<file path="src/rtl/swdisp_pkg.sv">
package swdisp_pkg;
   localparam int SEG_N = 7;
   typedef logic [SEG_N-1:0] seg_t;
   localparam seg_t SEG_BLANK = 7'h00;
endpackage

</file>
<file path="src/rtl/swdisp_decode.sv">
module swdisp_decode #(
   parameter int          ADDR_W      = 16,
   parameter logic [15:0] IN_PORT     = 16'h0740,
   parameter logic [15:0] OUT_PORT    = 16'h0741,
   parameter bit          FULL_DECODE = 1'b1
) (
   input  logic [ADDR_W-1:0] io_addr,
   input  logic              mio_n,
   input  logic              rd_n,
   input  logic              wr_n,
   output logic              rd_sel,
   output logic              wr_sel
);
   localparam int NIB_W = 4;

   logic hit_in, hit_out;
   logic io_cyc;

   generate
      if (FULL_DECODE) begin : g_full
         assign hit_in  = (io_addr == IN_PORT[ADDR_W-1:0]);
         assign hit_out = (io_addr == OUT_PORT[ADDR_W-1:0]);
      end else begin : g_nibble
         assign hit_in  = (io_addr[NIB_W-1:0] == IN_PORT[NIB_W-1:0]);
         assign hit_out = (io_addr[NIB_W-1:0] == OUT_PORT[NIB_W-1:0]);
      end
   endgenerate

   assign io_cyc = ~mio_n;
   assign rd_sel = io_cyc & ~rd_n & hit_in;
   assign wr_sel = io_cyc & ~wr_n & hit_out;
endmodule

</file>
<file path="src/rtl/swdisp_latch.sv">
module swdisp_latch #(
   parameter int DATA_W = 8
) (
   input  logic              clk,
   input  logic              rst_n,
   input  logic              load,
   input  logic [DATA_W-1:0] din,
   output logic [DATA_W-1:0] dout
);
   always_ff @(posedge clk or negedge rst_n) begin
      if (!rst_n)    dout <= '0;
      else if (load) dout <= din;
   end
endmodule

</file>
<file path="src/rtl/swdisp_glyph.sv">
module swdisp_glyph
   import swdisp_pkg::*;
#(
   parameter int SW_N = 8
) (
   input  logic [SW_N-1:0] sw,
   output seg_t            glyph
);
   localparam int IDX_W = $clog2(SW_N + 1);

   logic [IDX_W-1:0] num;

   always_comb begin
      num = '0;
      for (int i = SW_N - 1; i >= 0; i--) begin
         if (sw[i]) num = IDX_W'(i + 1);
      end
   end

   always_comb begin
      unique case (int'(num))
         1:       glyph = 7'h06;
         2:       glyph = 7'h5B;
         3:       glyph = 7'h4F;
         4:       glyph = 7'h66;
         5:       glyph = 7'h6D;
         6:       glyph = 7'h7D;
         7:       glyph = 7'h07;
         8:       glyph = 7'h7F;
         9:       glyph = 7'h6F;
         default: glyph = SEG_BLANK;
      endcase
   end
endmodule

</file>
<file path="src/rtl/swdisp_port.sv">
module swdisp_port
   import swdisp_pkg::*;
#(
   parameter int          DATA_W      = 8,
   parameter int          ADDR_W      = 16,
   parameter logic [15:0] IN_PORT     = 16'h0740,
   parameter logic [15:0] OUT_PORT    = 16'h0741,
   parameter bit          FULL_DECODE = 1'b1
) (
   input  logic              clk,
   input  logic              rst_n,
   input  logic [ADDR_W-1:0] io_addr,
   input  logic              mio_n,
   input  logic              rd_n,
   input  logic              wr_n,
   input  logic [DATA_W-1:0] wr_data,
   input  logic [DATA_W-1:0] sw_in,
   output logic [DATA_W-1:0] rd_data,
   output logic              rd_valid,
   output logic [DATA_W-1:0] seg,
   output seg_t              hint_seg
);
   generate
      if (DATA_W < SEG_N || DATA_W > 9) begin : g_bad_width
         $error("swdisp_port: DATA_W must lie in 7..9");
      end
      if (ADDR_W > 16 || ADDR_W < 4) begin : g_bad_addr
         $error("swdisp_port: ADDR_W must lie in 4..16");
      end
      if (FULL_DECODE && IN_PORT == OUT_PORT) begin : g_same_full
         $error("swdisp_port: port addresses collide");
      end
      if (!FULL_DECODE && IN_PORT[3:0] == OUT_PORT[3:0]) begin : g_same_nib
         $error("swdisp_port: port nibbles collide");
      end
   endgenerate

   logic rd_sel, wr_sel;

   swdisp_decode #(
      .ADDR_W(ADDR_W), .IN_PORT(IN_PORT), .OUT_PORT(OUT_PORT),
      .FULL_DECODE(FULL_DECODE)
   ) u_dec (
      .io_addr(io_addr), .mio_n(mio_n), .rd_n(rd_n), .wr_n(wr_n),
      .rd_sel(rd_sel), .wr_sel(wr_sel)
   );

   assign rd_data  = rd_sel ? sw_in : '0;
   assign rd_valid = rd_sel;

   swdisp_latch #(.DATA_W(DATA_W)) u_latch (
      .clk(clk), .rst_n(rst_n), .load(wr_sel), .din(wr_data), .dout(seg)
   );

   swdisp_glyph #(.SW_N(DATA_W)) u_glyph (
      .sw(sw_in), .glyph(hint_seg)
   );
endmodule

</file>
<file path="config.mk">
export PLATFORM = sky130hd
export DESIGN_NAME = swdisp_port
export DESIGN_NICKNAME = d
export VERILOG_FILES = /design/src/rtl/swdisp_pkg.sv /design/src/rtl/swdisp_decode.sv /design/src/rtl/swdisp_latch.sv /design/src/rtl/swdisp_glyph.sv /design/src/rtl/swdisp_port.sv
export SDC_FILE = /design/constraint.sdc
export NUM_CORES = 1
export LEC_CHECK = 0
export BUFFER_PORTS_ARGS = -buffer_cell sky130_fd_sc_hd__buf_2
export CORE_MARGIN = 4
export CORE_UTILIZATION = 35
export DETAILED_ROUTE_END_ITERATION = 6
export PLACE_DENSITY = 0.88
export SLEW_MARGIN = 15
export SYNTH_ARGS = -nofsm -noshare
export SYNTH_HDL_FRONTEND = slang
export SYNTH_SLANG_ARGS = --single-unit
</file>
<file path="constraint.sdc">
create_clock -name clk -period 1.4 [get_ports clk]
set_clock_uncertainty 0.05 [all_clocks]
set_input_delay 0.07 -clock clk [delete_from_list [all_inputs] [get_ports clk]]
set_output_delay 0.07 -clock clk [all_outputs]
set_load 0.005 [all_outputs]
</file>
==> impl_metrics.py, run 1 <==
metrics = {
    "timing": {
        "finalHoldViolCount": 0,
        "rsz0062_at_grt": "yes",
        "fin_ws_ns": -0.0995,
        "worst_slew_pin_slew_ns": 0.281,
        "finalCritPeriodShare_pct": 107,
        "final_max_slew_viol_count": 0,
        "timing.slew.headroom_pct": 81.1,
        "max_freq_mhz": 667,
        "tns_ns": -0.217,
        "period_needed_ns": 1.50,
        "setup_viol": 6,
    },
    "synthesis": {
        "synth_largest_area_cell": "dfrtp_1",
        "yosys_warnings": 0,
        "ys_seq_elements": 8,
        "yosysSeqAreaShare_pct": 32.3,
        "ys.flop_type": "dfrtp_1",
        "syn-num-nets": 106,
        "synthArstFlopShare_pct": 100,
        "synth_area_per_cell_um2": 9.40,
        "synth_cells": 66,
        "synth.most_common_cell": "mux2_2",
        "synth-edff-count": 0,
        "yosys-top-cells-area": "dfrtp_1 32%, mux2_2 16%, and2_1 6.0%",
        "synth_area_um2": 621,
        "ys_types": 22,
        "yosys.area.top_type_share_pct": 32.3,
        "synthTopCellsByCount": "9 x mux2_2, 8 x dfrtp_1, 6 x and2_1, 6 x nor2_1, 5 x nor4_1",
    },
    "floorplan": {
        "ios": 61,
        "die_area_um2": 2510,
        "fp.dieH_um": 50.1,
        "core_um2": 1590,
        "start_util_pct": 38.9,
        "die_w_um": 50.1,
        "rows": 14,
    },
    "worst_setup_path": {
        "worst-path-buf-inv": 2,
        "timing.reg2reg.setup_slack_ns": 0.58,
        "slowest_delay_ns": 0.31,
        "required_ns": 1.28,
        "crit_slowest_cell": "ha_2",
        "reg2reg_depth": 1,
        "critPathLaunchType": "input port",
        "worstPathArrival_ns": 1.38,
        "crit_chain": "buf_2 -> nor2_1 -> o21ai_1 -> a21oi_2 -> ha_2 -> o31a_1 -> buf_2",
        "crit_fanout": 5,
        "cp-end-kind": "output pin",
        "critPathLaunch": "sw_in[3]",
        "r2r_start": "u_latch.dout[0]",
        "worst-setup-path-type": "input port to output pin",
        "cp_top_family": "compound AO/OA/AOI/OAI gates",
        "path_common_cell": "buf_2",
        "r2r_end": "u_latch.dout[0]",
    },
    "power_and_ir_drop": {
        "leakagePower_nw": 0.675,
        "ir_drop_mv": 0.335,
        "cellPowerDensity_nw_per_um2": 479,
        "p_total_uw": 617,
    },
    "route": {
        "viasPerCell": 5.38,
        "ant_nets": 0,
        "vias": 888,
        "routed_wl_mm": 2.75,
        "dr.pass1.iters": 4,
        "wl_per_cell_um": 16.7,
        "drc": 0,
        "drt_iter0_markers": 22,
    },
    "layout": {
        "largest_register_ffs": 8,
        "largest-register": "u_latch.dout",
        "nNetsFinal": 183,
        "biggestRegsByFlops": "u_latch.dout: 8 flops",
        "num_antenna_cells": 0,
        "layout-drive-gt1-share_pct": 75.9,
        "syn_to_final_growth_pct": 107,
    },
    "clocking": {
        "cts_sinks": 8,
        "cts_tree": "built",
        "clk_pin_slew_ns": 0.05,
        "cts_buffers": 3,
        "cts_root_buf": "clkbuf_4",
        "clock_path_buffers": 2,
        "h-tree-depth": 1,
        "clock_latency_ns": 0.24,
    },
    "global_route": {
        "grt.overflow.total": 0,
        "grt_usage_pct": 17.4,
        "grt_pass1_wl_mm": 3.42,
        "grt_antenna_before_repair": 0,
        "grt_max_degree": 9,
        "met3_usage_pct": 4.52,
        "met2_usage_pct": 33.9,
        "met1_usage_pct": 17.6,
        "grt_pass1_vias": 797,
        "grt-busiest-layer": "met2",
    },
    "outcome": {
        "violations": "negative setup slack",
        "status": "finished, violations left",
    },
    "min_path": {
        "min_from": "wr_data[1]",
        "min_path_cells": 2,
        "worstHoldPathType": "input port to flip-flop",
        "hold_path_end": "u_latch.dout[1]",
    },
    "placement": {
        "gp_congestion": 0.862,
        "io_buffer_count": 60,
        "dpl.hpwl_mm": 1.85,
    },
    "job": {
        "cap_violations": 0,
    },
}
[what timing repair did]
action,CTS,global route
pin swaps,6,18
gates resized for setup,9,36
endpoints found under the setup margin,12,15
hold buffers,1,1
cloned,0,0
buffers inserted,0,2
hold endpoints to repair,8,1
[worst max path at each step]
stage                           end  slack (ns)  depth (start not counted)
floorplan           u_latch.dout[0]       -0.03                          4
global placement    u_latch.dout[7]       -0.15                          6
detailed placement  u_latch.dout[5]       -0.21                          6
finish                  hint_seg[1]        -0.1                          7
CTS                     hint_seg[1]       -0.11                          8
global route            hint_seg[1]       -0.18                          7
[layout by cell type, fill, tap and decap left out, types with 3 or more instances in the layout]
cell type / count
and2_1: 3
buf_4: 10
buf_2: 49
mux2_2: 8
buf_6: 9
dfrtp_1: 8
and2_4: 3
o21ai_0: 3
clkbuf_4: 4
nor4_4: 3
[final cells by class]
| cell class | count | area [um2] |
|---|---|---|
| flip-flops and latches | 8 | 200 |
| fillers | 97 | 307 |
| clock buffers | 3 | 22.5 |
| repair buffers | 72 | 464 |
| inverters | 3 | 11.3 |
| multi-input cells | 55 | 559 |
| well taps | 24 | 30.0 |
[through the flow]
step	instance area [um2]	cells	hold WS (ns)	utilization, %	setup slack (ns)
after floorplan	633	66	-0.276	-	-0.0346
after global placement	1020	158	-0.138	64.2	-0.152
after detailed placement	1020	158	-0.132	64.2	-0.211
after CTS	1100	162	0.000836	68.8	-0.111
after global routing	1290	165	0.00886	80.8	-0.181
final	1290	165	0.0101	80.8	-0.0995
[cell families after synthesis]
| logic type | share of synthesized area (%) |
|---|---|
| muxes | 16.3 |
| DFF | 32.3 |
| and+or+nand+nor | 28.6 |
| adders and majority gates | 6.05 |
| AOI/OAI and AO/OA | 14.9 |
| buffers and inverters | 1.81 |
[metal layers]
metal | vias to the layer above | part of all wire (%)
li1 | 402 | -
met1 | 420 | 33
met2 | 56 | 57
met3 | 10 | 6.7
met4 | 0 | 3.2
met5 | - | 0
[where the power goes]
group / leakage, nW / switching (mW) / internal (mW) / total (mW)
clock: 0.0138 / 0.0691 / 0.0975 / 0.167
combinational: 0.549 / 0.106 / 0.113 / 0.219
sequential: 0.112 / 0.0000219 / 0.232 / 0.232
Note: power is estimated with default switching activity, not from simulation.
==> inputs of run 2 (changes only) <==
Settings changed: ABC_AREA set to 1, CORE_UTILIZATION 35 to 38, PLACE_DENSITY 0.88 to 0.89, REMOVE_ABC_BUFFERS set to 1, SETUP_SLACK_MARGIN set to 0.3.
==> run 2 against run 1 <==
The flow now finishes without violations. Cell area grew 3.2%. Critical path depth is 5 higher. Wire length is 9.4% lower. Hold slack got worse by 0.0033 ns. Clock power about the same. Global-route usage up 1.6 points. Sequential power about the same. First-iteration DRC count down 23%. Via count rose by 13%. Flip-flop and latch count stayed put. Largest power group unchanged.
==> impl_metrics.py, run 2 <==
metrics = {
    "route": {
        "wl_per_cell_um": 11.9,
        "drc": 0,
        "dr.pass1.iters": 4,
        "viasPerCell": 4.78,
        "ant_nets": 0,
        "drt_iter0_markers": 17,
        "routed_wl_mm": 2.49,
        "vias": 1000,
    },
    "synthesis": {
        "yosys.area.top_type_share_pct": 26.7,
        "synth.most_common_cell": "nand2_1",
        "yosys_warnings": 0,
        "yosysSeqAreaShare_pct": 26.7,
        "synth_largest_area_cell": "dfrtp_1",
        "synth-edff-count": 0,
        "synth_area_per_cell_um2": 6.81,
        "synthTopCellsByCount": "26 x nand2_1, 17 x inv_1, 14 x nor2_2, 13 x nand3_1, 9 x nor2_1",
        "yosys-top-cells-area": "dfrtp_1 27%, nand2_1 13%, nor2_2 12%",
        "ys.flop_type": "dfrtp_1",
        "ys_types": 18,
        "synth_area_um2": 749,
        "synth_cells": 110,
        "synthArstFlopShare_pct": 100,
        "ys_seq_elements": 8,
    },
    "worst_setup_path": {
        "worst-setup-path-type": "input port to output pin",
        "required_ns": 1.28,
        "worstPathArrival_ns": 1.18,
        "reg2reg_depth": 2,
        "crit_fanout": 3,
        "critPathLaunchType": "input port",
        "cp-end-kind": "output pin",
    },
    "clocking": {
        "cts_buffers": 3,
        "cts_tree": "built",
        "h-tree-depth": 1,
        "cts_root_buf": "clkbuf_4",
        "clock_path_buffers": 2,
        "cts_sinks": 8,
        "clock_latency_ns": 0.24,
        "clk_pin_slew_ns": 0.05,
    },
    "timing": {
        "max_freq_mhz": 771,
        "period_needed_ns": 1.30,
        "finalHoldViolCount": 0,
        "setup_viol": 0,
        "worst_slew_pin_slew_ns": 0.367,
        "tns_ns": 0,
        "final_max_slew_viol_count": 0,
        "rsz0062_at_grt": "yes",
        "finalCritPeriodShare_pct": 92.6,
        "timing.slew.headroom_pct": 75.4,
    },
    "layout": {
        "largest-register": "u_latch.dout",
        "nNetsFinal": 226,
        "final_cell_mix": "56 x buf_2, 23 x nand2_1, 13 x nor2_2, 13 x nand3_1, 12 x inv_1",
        "utilization_pct": 73.8,
        "syn_to_final_growth_pct": 77.3,
        "biggestRegsByFlops": "u_latch.dout: 8 flops",
        "final_cell_count_no_fill": 209,
        "layout-drive-gt1-share_pct": 60.3,
        "final_common_cell": "buf_2",
        "num_antenna_cells": 0,
        "largest_register_ffs": 8,
        "fill_cells": 143,
    },
    "placement": {
        "io_buffer_count": 60,
        "gp_congestion": 0.769,
        "dpl.hpwl_mm": 1.87,
        "dp.cells": 197,
    },
    "floorplan": {
        "die_area_um2": 2750,
        "fp.dieH_um": 52.4,
        "core_um2": 1800,
        "start_util_pct": 41.6,
        "rows": 15,
        "die_w_um": 52.4,
        "ios": 61,
    },
    "global_route": {
        "grt.overflow.total": 0,
        "grt_usage_pct": 19.0,
        "grt_antenna_before_repair": 0,
        "grt_pass1_vias": 1005,
        "grt_pass1_wl_mm": 3.92,
        "grt_max_degree": 10,
    },
    "outcome": {
        "status": "complete, no violations",
    },
    "job": {
        "cap_violations": 0,
    },
    "power_and_ir_drop": {
        "ir_drop_mv": 0.319,
        "cellPowerDensity_nw_per_um2": 473,
        "leakagePower_nw": 0.810,
    },
    "min_path": {
        "worstHoldPathType": "input port to flip-flop",
        "min_path_cells": 3,
    },
}
## run 2: cell types whose count changed after synthesis, sizes merged, moves of 2 or more
cell / delta
a21o: -2
a21oi: -2
and2: -6
inv: +16
mux2: -9
nand2: +26
nand3: +15
nor2: +19
nor4: -5
o21a: -2
## run 2: stage by stage
step | setup slack [ns] | power, mW | hold slack (ns) | cell area [um2]
detailed placement | -0.0132 | 0.396 | -0.132 | 1100
global route | 0.0244 | 0.677 | 0.0127 | 1330
CTS | 0.0937 | 0.608 | 0.00161 | 1250
global placement | 0.0395 | 0.388 | -0.137 | 1100
finish | 0.103 | 0.628 | 0.00684 | 1330
floorplan | 0.274 | 0.303 | -0.276 | 749
## run 2: path summary, 6_finish.rpt
path                       slack, ns              end             from
max                             0.10      hint_seg[3]         sw_in[6]
min                            0.007  u_latch.dout[5]       wr_data[5]
max reg2reg                     0.73  u_latch.dout[1]  u_latch.dout[1]
min reg2reg                     0.42  u_latch.dout[6]  u_latch.dout[6]
max in group asynchronous       0.99  u_latch.dout[7]            rst_n
min in group asynchronous       0.15  u_latch.dout[3]            rst_n
## run 2: final cells by class
| cell class | count | area [um2] | area share, % |
|---|---|---|---|
| Multi-Input combinational cell | 83 | 566 | 42.6 |
| Clock buffer | 3 | 22.5 | 1.69 |
| Sequential cell | 8 | 200 | 15.1 |
| Timing Repair Buffer | 71 | 435 | 32.8 |
| Tap cell | 25 | 31.3 | 2.35 |
| Inverter | 19 | 73.8 | 5.56 |
## run 2: cells by family after synthesis
| group | after synthesis | synth area share [%] |
|---|---|---|
| AND/OR/NAND/NOR | 73 | 54.1 |
| flip-flops | 8 | 26.7 |
| adder cells (fa/ha/maj) | 3 | 5.01 |
| AO/OA/AOI/OAI | 7 | 4.67 |
| buffers and inverters | 19 | 9.52 |
## run 2: power breakdown
part           internal, mW  total (mW)  switching, mW
sequential            0.232       0.232      0.0000219
combinational         0.115       0.228          0.113
clock                0.0976       0.169         0.0709
## run 2: timing repair
item | CTS | global route
endpoints found under the setup margin | 7 | 7
buffers inserted | 5 | 2
gates resized for setup | 25 | 14
pin swaps | 10 | 4
hold buffers | 1 | 1
endpoints found under the hold margin | 8 | 1
## run 2: worst max-delay path, stage by stage
cell and delay, ns:
buf_8 0.08, inv_4 0.03, o21ai_2 0.12, nand2_1 0.07, nand2_1 0.07, nand2_2 0.08, nand2_4 0.09, inv_2 0.05
ha_4 0.25, inv_2 0.02, o21ai_1 0.10, buf_2 0.13
## run 2: layer usage
layer	GRT usage (%)	share of wire, %
met1	18.8	38
met2	35.7	50
met3	4.84	12
met4	9.36	0.44
met5	0	0
